===== src/rtl/sbcg_pkg.sv =====
package sbcg_pkg;
  typedef enum logic [2:0] {
    BL_ONE  = 3'd0,
    BL_TWO  = 3'd1,
    BL_FOUR = 3'd2,
    BL_EIGHT= 3'd3,
    BL_PAGE = 3'd7
  } bl_code_e;
endpackage


===== src/rtl/sbcg_mode_dec.sv =====
module sbcg_mode_dec import sbcg_pkg::*; #(
  parameter int COL_W = 10
) (
  input  logic [2:0]       bl_code_i,
  input  logic             wrap_ilv_i,
  input  logic             is_write_i,
  input  logic             single_wr_i,
  output logic [COL_W-1:0] mask_o,
  output logic             full_o,
  output logic             ilv_o
);
  logic single_beat;
  assign single_beat = is_write_i && single_wr_i;

  always_comb begin
    full_o = 1'b0;
    mask_o = '0;
    if (!single_beat) begin
      case (bl_code_i)
        BL_TWO:   mask_o = COL_W'(1);
        BL_FOUR:  mask_o = COL_W'(3);
        BL_EIGHT: mask_o = COL_W'(7);
        BL_PAGE: begin
          mask_o = '1;
          full_o = 1'b1;
        end
        default:  mask_o = '0;
      endcase
    end
  end

  // full page always runs sequential
  assign ilv_o = wrap_ilv_i && !full_o;
endmodule


===== src/rtl/sbcg_beat_ctl.sv =====
module sbcg_beat_ctl #(
  parameter int COL_W = 10
) (
  input  logic             clk_i,
  input  logic             rst_ni,
  input  logic             start_i,
  input  logic             term_i,
  input  logic [COL_W-1:0] start_col_i,
  input  logic [COL_W-1:0] mask_i,
  input  logic             full_i,
  input  logic             ilv_i,
  output logic [COL_W-1:0] base_o,
  output logic [COL_W-1:0] cnt_o,
  output logic [COL_W-1:0] mask_o,
  output logic             full_o,
  output logic             ilv_o,
  output logic             active_o,
  output logic             last_o
);
  logic             active_q;
  logic [COL_W-1:0] cnt_q, base_q, mask_q;
  logic             full_q, ilv_q;

  assign last_o = active_q && !full_q && (cnt_q == mask_q);

  always_ff @(posedge clk_i or negedge rst_ni) begin
    if (!rst_ni) begin
      active_q <= 1'b0;
      cnt_q    <= '0;
      base_q   <= '0;
      mask_q   <= '0;
      full_q   <= 1'b0;
      ilv_q    <= 1'b0;
    end else if (start_i) begin
      active_q <= 1'b1;
      cnt_q    <= '0;
      base_q   <= start_col_i;
      mask_q   <= mask_i;
      full_q   <= full_i;
      ilv_q    <= ilv_i;
    end else if (active_q) begin
      if (term_i || last_o) active_q <= 1'b0;
      else                  cnt_q    <= cnt_q + 1'b1;
    end
  end

  assign base_o   = base_q;
  assign cnt_o    = cnt_q;
  assign mask_o   = mask_q;
  assign full_o   = full_q;
  assign ilv_o    = ilv_q;
  assign active_o = active_q;


  last_ends_chk: assert property (@(posedge clk_i) disable iff (!rst_ni)
    last_o && !start_i |=> !active_q);

  cnt_in_block_chk: assert property (@(posedge clk_i) disable iff (!rst_ni)
    active_q && !full_q |-> (cnt_q & ~mask_q) == '0);

  cfg_hold_chk: assert property (@(posedge clk_i) disable iff (!rst_ni)
    active_q && !start_i |=> $stable(mask_q) && $stable(base_q) && $stable(ilv_q));
endmodule


===== src/rtl/sbcg_addr_gen.sv =====
module sbcg_addr_gen #(
  parameter int COL_W = 10
) (
  input  logic [COL_W-1:0] base_i,
  input  logic [COL_W-1:0] cnt_i,
  input  logic [COL_W-1:0] mask_i,
  input  logic             ilv_i,
  output logic [COL_W-1:0] col_o
);
  logic [COL_W-1:0] seq_low, ilv_low;
  assign seq_low = base_i + cnt_i;
  assign ilv_low = base_i ^ cnt_i;

  for (genvar i = 0; i < COL_W; i++) begin : g_bit
    assign col_o[i] = mask_i[i] ? (ilv_i ? ilv_low[i] : seq_low[i]) : base_i[i];
  end
endmodule


===== src/rtl/sdram_burst_colgen.sv =====
module sdram_burst_colgen #(
  parameter int COL_W = 10
) (
  input  logic             clk_i,
  input  logic             rst_ni,
  input  logic             start_i,
  input  logic [COL_W-1:0] start_col_i,
  input  logic [2:0]       bl_code_i,
  input  logic             wrap_ilv_i,
  input  logic             is_write_i,
  input  logic             single_wr_i,
  input  logic             term_i,
  output logic [COL_W-1:0] col_o,
  output logic             beat_valid_o,
  output logic             last_o
);
  logic [COL_W-1:0] dec_mask, base, cnt, mask;
  logic             dec_full, dec_ilv, full, ilv, active;

  sbcg_mode_dec #(.COL_W(COL_W)) u_dec (
    .bl_code_i(bl_code_i), .wrap_ilv_i(wrap_ilv_i), .is_write_i(is_write_i),
    .single_wr_i(single_wr_i), .mask_o(dec_mask), .full_o(dec_full), .ilv_o(dec_ilv)
  );

  sbcg_beat_ctl #(.COL_W(COL_W)) u_ctl (
    .clk_i(clk_i), .rst_ni(rst_ni), .start_i(start_i), .term_i(term_i),
    .start_col_i(start_col_i), .mask_i(dec_mask), .full_i(dec_full), .ilv_i(dec_ilv),
    .base_o(base), .cnt_o(cnt), .mask_o(mask), .full_o(full), .ilv_o(ilv),
    .active_o(active), .last_o(last_o)
  );

  sbcg_addr_gen #(.COL_W(COL_W)) u_addr (
    .base_i(base), .cnt_i(cnt), .mask_i(mask), .ilv_i(ilv), .col_o(col_o)
  );

  assign beat_valid_o = active;


  reset_idle_chk: assert property (@(posedge clk_i) !rst_ni |-> !beat_valid_o && !last_o);

  first_beat_chk: assert property (@(posedge clk_i) disable iff (!rst_ni)
    start_i |=> beat_valid_o && col_o == $past(start_col_i));

  term_stop_chk: assert property (@(posedge clk_i) disable iff (!rst_ni)
    term_i && !start_i |=> !beat_valid_o);

  last_valid_chk: assert property (@(posedge clk_i) disable iff (!rst_ni)
    last_o |-> beat_valid_o && !full);

  page_step_chk: assert property (@(posedge clk_i) disable iff (!rst_ni)
    beat_valid_o && full && !start_i && !term_i |=> col_o == $past(col_o) + 1'b1);

  upper_hold_chk: assert property (@(posedge clk_i) disable iff (!rst_ni)
    beat_valid_o && !last_o && !start_i && !term_i |=> (col_o & ~mask) == ($past(col_o) & ~mask));
endmodule


===== config.mk =====
export PLATFORM = sky130hd
export DESIGN_NAME = sdram_burst_colgen
export DESIGN_NICKNAME = d
export VERILOG_FILES = /design/src/rtl/sbcg_pkg.sv /design/src/rtl/sbcg_mode_dec.sv /design/src/rtl/sbcg_beat_ctl.sv /design/src/rtl/sbcg_addr_gen.sv /design/src/rtl/sdram_burst_colgen.sv
export SDC_FILE = /design/constraint.sdc
export NUM_CORES = 1
export LEC_CHECK = 0
export BUFFER_PORTS_ARGS = -buffer_cell sky130_fd_sc_hd__buf_2
export CORE_MARGIN = 1.5
export CORE_UTILIZATION = 62
export DETAILED_ROUTE_END_ITERATION = 10
export PLACE_DENSITY = 0.84
export RECOVER_POWER = 50
export SLEW_MARGIN = 40
export SYNTH_ARGS = -nofsm -noshare
export SYNTH_HDL_FRONTEND = slang
export SYNTH_HIERARCHICAL = 1
export SYNTH_SLANG_ARGS = --single-unit

===== constraint.sdc =====
create_clock -name clk_i -period 5.4 [get_ports clk_i]
set_input_delay 0.81 -clock clk_i [delete_from_list [all_inputs] [get_ports clk_i]]
set_output_delay 0.81 -clock clk_i [all_outputs]
set_load 0.02 [all_outputs]

==> impl_summary.md <==
STA
The post-route worst hold slack is 530 ps. At the pin with the least slew margin, the transition time is 1820 ps. The number of pins with negative max-slew slack in the final report is 73. Setup repair after global routing left no endpoint under its margin. The clock arrives with approximately 10 ps of skew. Timing would allow up to 305 MHz. After layout, the worst path uses between 60% and 70% of the clock period. The final critical-path required period is 3280 ps.

The setup TNS is 0 ps. The worst pin sits at a relative slew slack of -21.4%. Setup violations remaining at the end of the flow were counted as 0.

The number of failing hold endpoints at the final stage came to 0.

Finish
The ratio of cells with drive above 1 in the final layout is 30.7%. The signed area change from the synthesized netlist to the final layout is 8.13%. After the last flow step, the layout net total stands at 275. After filler insertion, the fill cell instance count of the layout stands at about 270. The number of diodes added for antenna fixing is 0.

Routing
The remaining antenna violation count after routing is 0. The wire length per cell after detailed routing is about 15 um. The final layout contains routed wiring with a total length of 4.40 mm. Dividing the detail-routed via count by the number of cells gives around 6.0. The first TritonRoute pass finished after 4 iterations. After detailed routing, the number of remaining DRC violations is 0. The via total after detailed routing is 1,730. The number of DRC markers after the initial detailed-route iteration is 76.

CTS
CTS placed an instance of sky130_fd_sc_hd__clkbuf_4 at the clock tree root. The number of hold buffers added after cts is 0. In this run the post-CTS setup repair buffer count came out at 0. TritonCTS built the clock tree. After clock tree synthesis, the clock-pin slew on the worst setup and hold paths is roughly 100 ps.

The total of cells resized after clock tree synthesis is 0. The H-tree was split into 2 levels. The number of buffers inserted during clock tree synthesis is 5.

Counting along the longest clock path gives a buffer depth of 2. The CTS sink count is 33. The clock reaches the later pin of the worst-skew pair after 350 ps.

Global route
The number of antenna violations at the first check in global routing was 0. The number of global-route vias before repair is 1,618. The combined global-route utilization of all metal layers is between 20 and 25%.

The global-route wire length before repair is around 7.5 mm. After global routing the overflow that remains totals 0. Entering global routing, the biggest net connects 39 pins.

Setup path
In this run the critical register-to-register path is launched from u_ctl/cnt_o[0]. The number of buffers and inverters on the critical path is 1. The worst register-to-register path ends at u_ctl/cnt_o[7]. The number of cell instances on the worst register-to-register path is 5. STA puts the critical path data required time at 4590 ps. The cell at the slowest stage of the critical path is sky130_fd_sc_hd__dfrtp_1. The cell type group with the largest total delay on the critical path is compound AO/OA/AOI/OAI gates. The largest single stage delay on the critical path is between 400 and 500 ps.

The signal on the critical path passes through ha_1 -> fa_1 -> a21o_1 -> a21o_1 -> nand3_1 -> a21oi_1 -> xnor2_1 -> a21oi_1 -> buf_2. The critical-path maximum fanout is 6. The kind of critical path is flop to primary output. The worst reg-to-reg setup slack is 3410 ps.

The startpoint type of the worst setup path is a flop. STA classifies the critical path endpoint as a primary output. At the worst endpoint, the arrival time is 2470 ps.

Placement
Once detailed placement completed, the half-perimeter wirelength came to about 3.1 mm. The number of I/O port buffers is 31. Routability-driven placement finished with a final weighted congestion of 0.813.

Synth
For this run, the number of Yosys warnings is 6. Synthesis produced a netlist with a net count of 250. The post-synthesis instance total is around 220.

For this run, the leading register cell type out of synthesis is sky130_fd_sc_hd__dfrtp_1. The commonest cells after synthesis are sky130_fd_sc_hd__dfrtp_1, sky130_fd_sc_hd__mux2_2, sky130_fd_sc_hd__a21oi_1, sky130_fd_sc_hd__nor2_1, sky130_fd_sc_hd__ha_1. Counting flops and latches in the post-synthesis netlist gives 33. The post-synthesis cell type with the largest combined area is sky130_fd_sc_hd__dfrtp_1. A synthesized cell averages 10.2 um^2. In this run, synthesis inferred 0 flip-flops with an integrated enable. The area share of the leading cell type in the synthesized netlist is 37.0%. Summing every instance area after synthesis gives 0.00223 mm^2.

The number of distinct library cells after synthesis is 50. The dominant cell by count in the synthesized netlist is sky130_fd_sc_hd__dfrtp_1. The proportion of synthesized chip area in sequential cells is 37.0%. The proportion of synthesized flip-flops having asynchronous set or reset is 100%.

In the post-synthesis netlist, the biggest area contributors are sky130_fd_sc_hd__dfrtp_1, sky130_fd_sc_hd__mux2_2, sky130_fd_sc_hd__ha_1, sky130_fd_sc_hd__a21oi_1, sky130_fd_sc_hd__xnor2_1.

Power and ir drop
The areal power density over the cells is 235 mW/mm^2. The maximum vdd ir drop is about 0.19 mV. The static leakage is 0.00112 uW.

Floorplanning
After floorplanning, the core was sized to cover 0.00339 mm^2. The top-level I/O count is 32. In this run the vertical extent of the chip is 63.0 um. The die is 63.0 um wide. The floorplan die area is between 0.003 and 0.004 mm^2. The cell row count is 21. The effective utilization at floorplan is 65.8%.

Outcome
The final reports fail on capacitance limit, slew limit. The run finished, with violations left.

Worst hold path
The worst hold path depth is 1. The tightest min-delay check is of the flop to flop type. The startpoint identified for the worst hold timing path is u_ctl/full_o. The worst hold path terminates at u_ctl/full_o.

Flow run
The tool flagged a number of max-cap violations equal to 2.
-- where the power goes --
part,leakage [uW],internal [uW],switching [uW]
registers,0.000425,263,20.6
clock network,0.0000314,61.4,84.5
logic,0.000663,64.8,73.0
-- cells by family after synthesis --
logic type	count (synthesis)	share of synthesized area [%]
AOI/OAI and AO/OA	38	10.4
xor gates and xnor gates	17	6.67
adders and majority gates	11	6.51
buffers and inverters	16	4.26
DFF	33	37.0
muxes	31	15.9
and+or+nand+nor	73	19.2
-- how the worst max path moves through the flow --
stage	from	cells after the start	to	slack [ps]
floorplan	u_ctl/cnt_o[0]	8	col_o[8]	2590
global placement	u_ctl/cnt_o[0]	9	col_o[8]	2540
detailed placement	u_ctl/cnt_o[0]	9	col_o[6]	2510
CTS	u_ctl/cnt_o[0]	9	col_o[6]	2110
global route	u_ctl/cnt_o[0]	9	col_o[8]	1970
finish	u_ctl/cnt_o[0]	9	col_o[6]	2120
-- final cells by class --
type / count / area, um^2 / share of cell area [%]
clock buffer: 7 / 55.1 / 2.28
timing repair buffer: 31 / 153 / 6.33
multi-input combinational: 170 / 1310 / 54.3
sequential: 33 / 826 / 34.2
tap: 46 / 57.6 / 2.39
inverter: 3 / 11.3 / 0.467
-- layout by cell type (no fill, tap or decap), types with 5 or more instances in the layout --
cell	n
sky130_fd_sc_hd__mux2_2	27
sky130_fd_sc_hd__nand3_1	5
sky130_fd_sc_hd__dfrtp_1	33
sky130_fd_sc_hd__xor2_1	8
sky130_fd_sc_hd__clkbuf_4	5
sky130_fd_sc_hd__nor2_1	18
sky130_fd_sc_hd__buf_2	29
sky130_fd_sc_hd__a21oi_1	22
sky130_fd_sc_hd__xnor2_1	9
sky130_fd_sc_hd__nand2_1	9
sky130_fd_sc_hd__ha_1	10
sky130_fd_sc_hd__nor2b_1	7
-- state kept, by name, summed over array words and instances, names as in the netlist --
signal	count
u_ctl/ilv_o	1
u_ctl/active_o	1
u_ctl/cnt_o	10
u_ctl/full_o	1
u_ctl/mask_o	10
u_ctl/base_o	10
-- stage by stage --
stage                     instance area [um^2]  cells  setup WS [ps]  util, %  total power [uW]
after floorplan                           2230    219           2590        -               388
after global placement                    2360    283           2540     69.6               421
after detailed placement                  2360    283           2510     69.6               426
after CTS                                 2410    290           2110     71.2               569
after global routing                      2410    290           1970     71.2               597
final                                     2410    290           2120     71.2               567
-- routing by layer --
layer | up-vias | GRT usage, % | routed length (um)
met3 | 8 | 4.32 | 171
met2 | 47 | 39.6 | 2130
li1 | 838 | - | -
met5 | - | 0 | 0
met1 | 837 | 31.3 | 2010
met4 | 0 | 11.7 | 93
-- worst reg2reg max path: cells and delay by family (launching register included) --
family / cells / cell delay [ps]
XOR/XNOR: 1 / 240
multiplexers: 1 / 380
AND/OR/NAND/NOR: 3 / 820
flip-flops: 1 / 450
No activity file was read; power rests on OpenSTA's default activity.
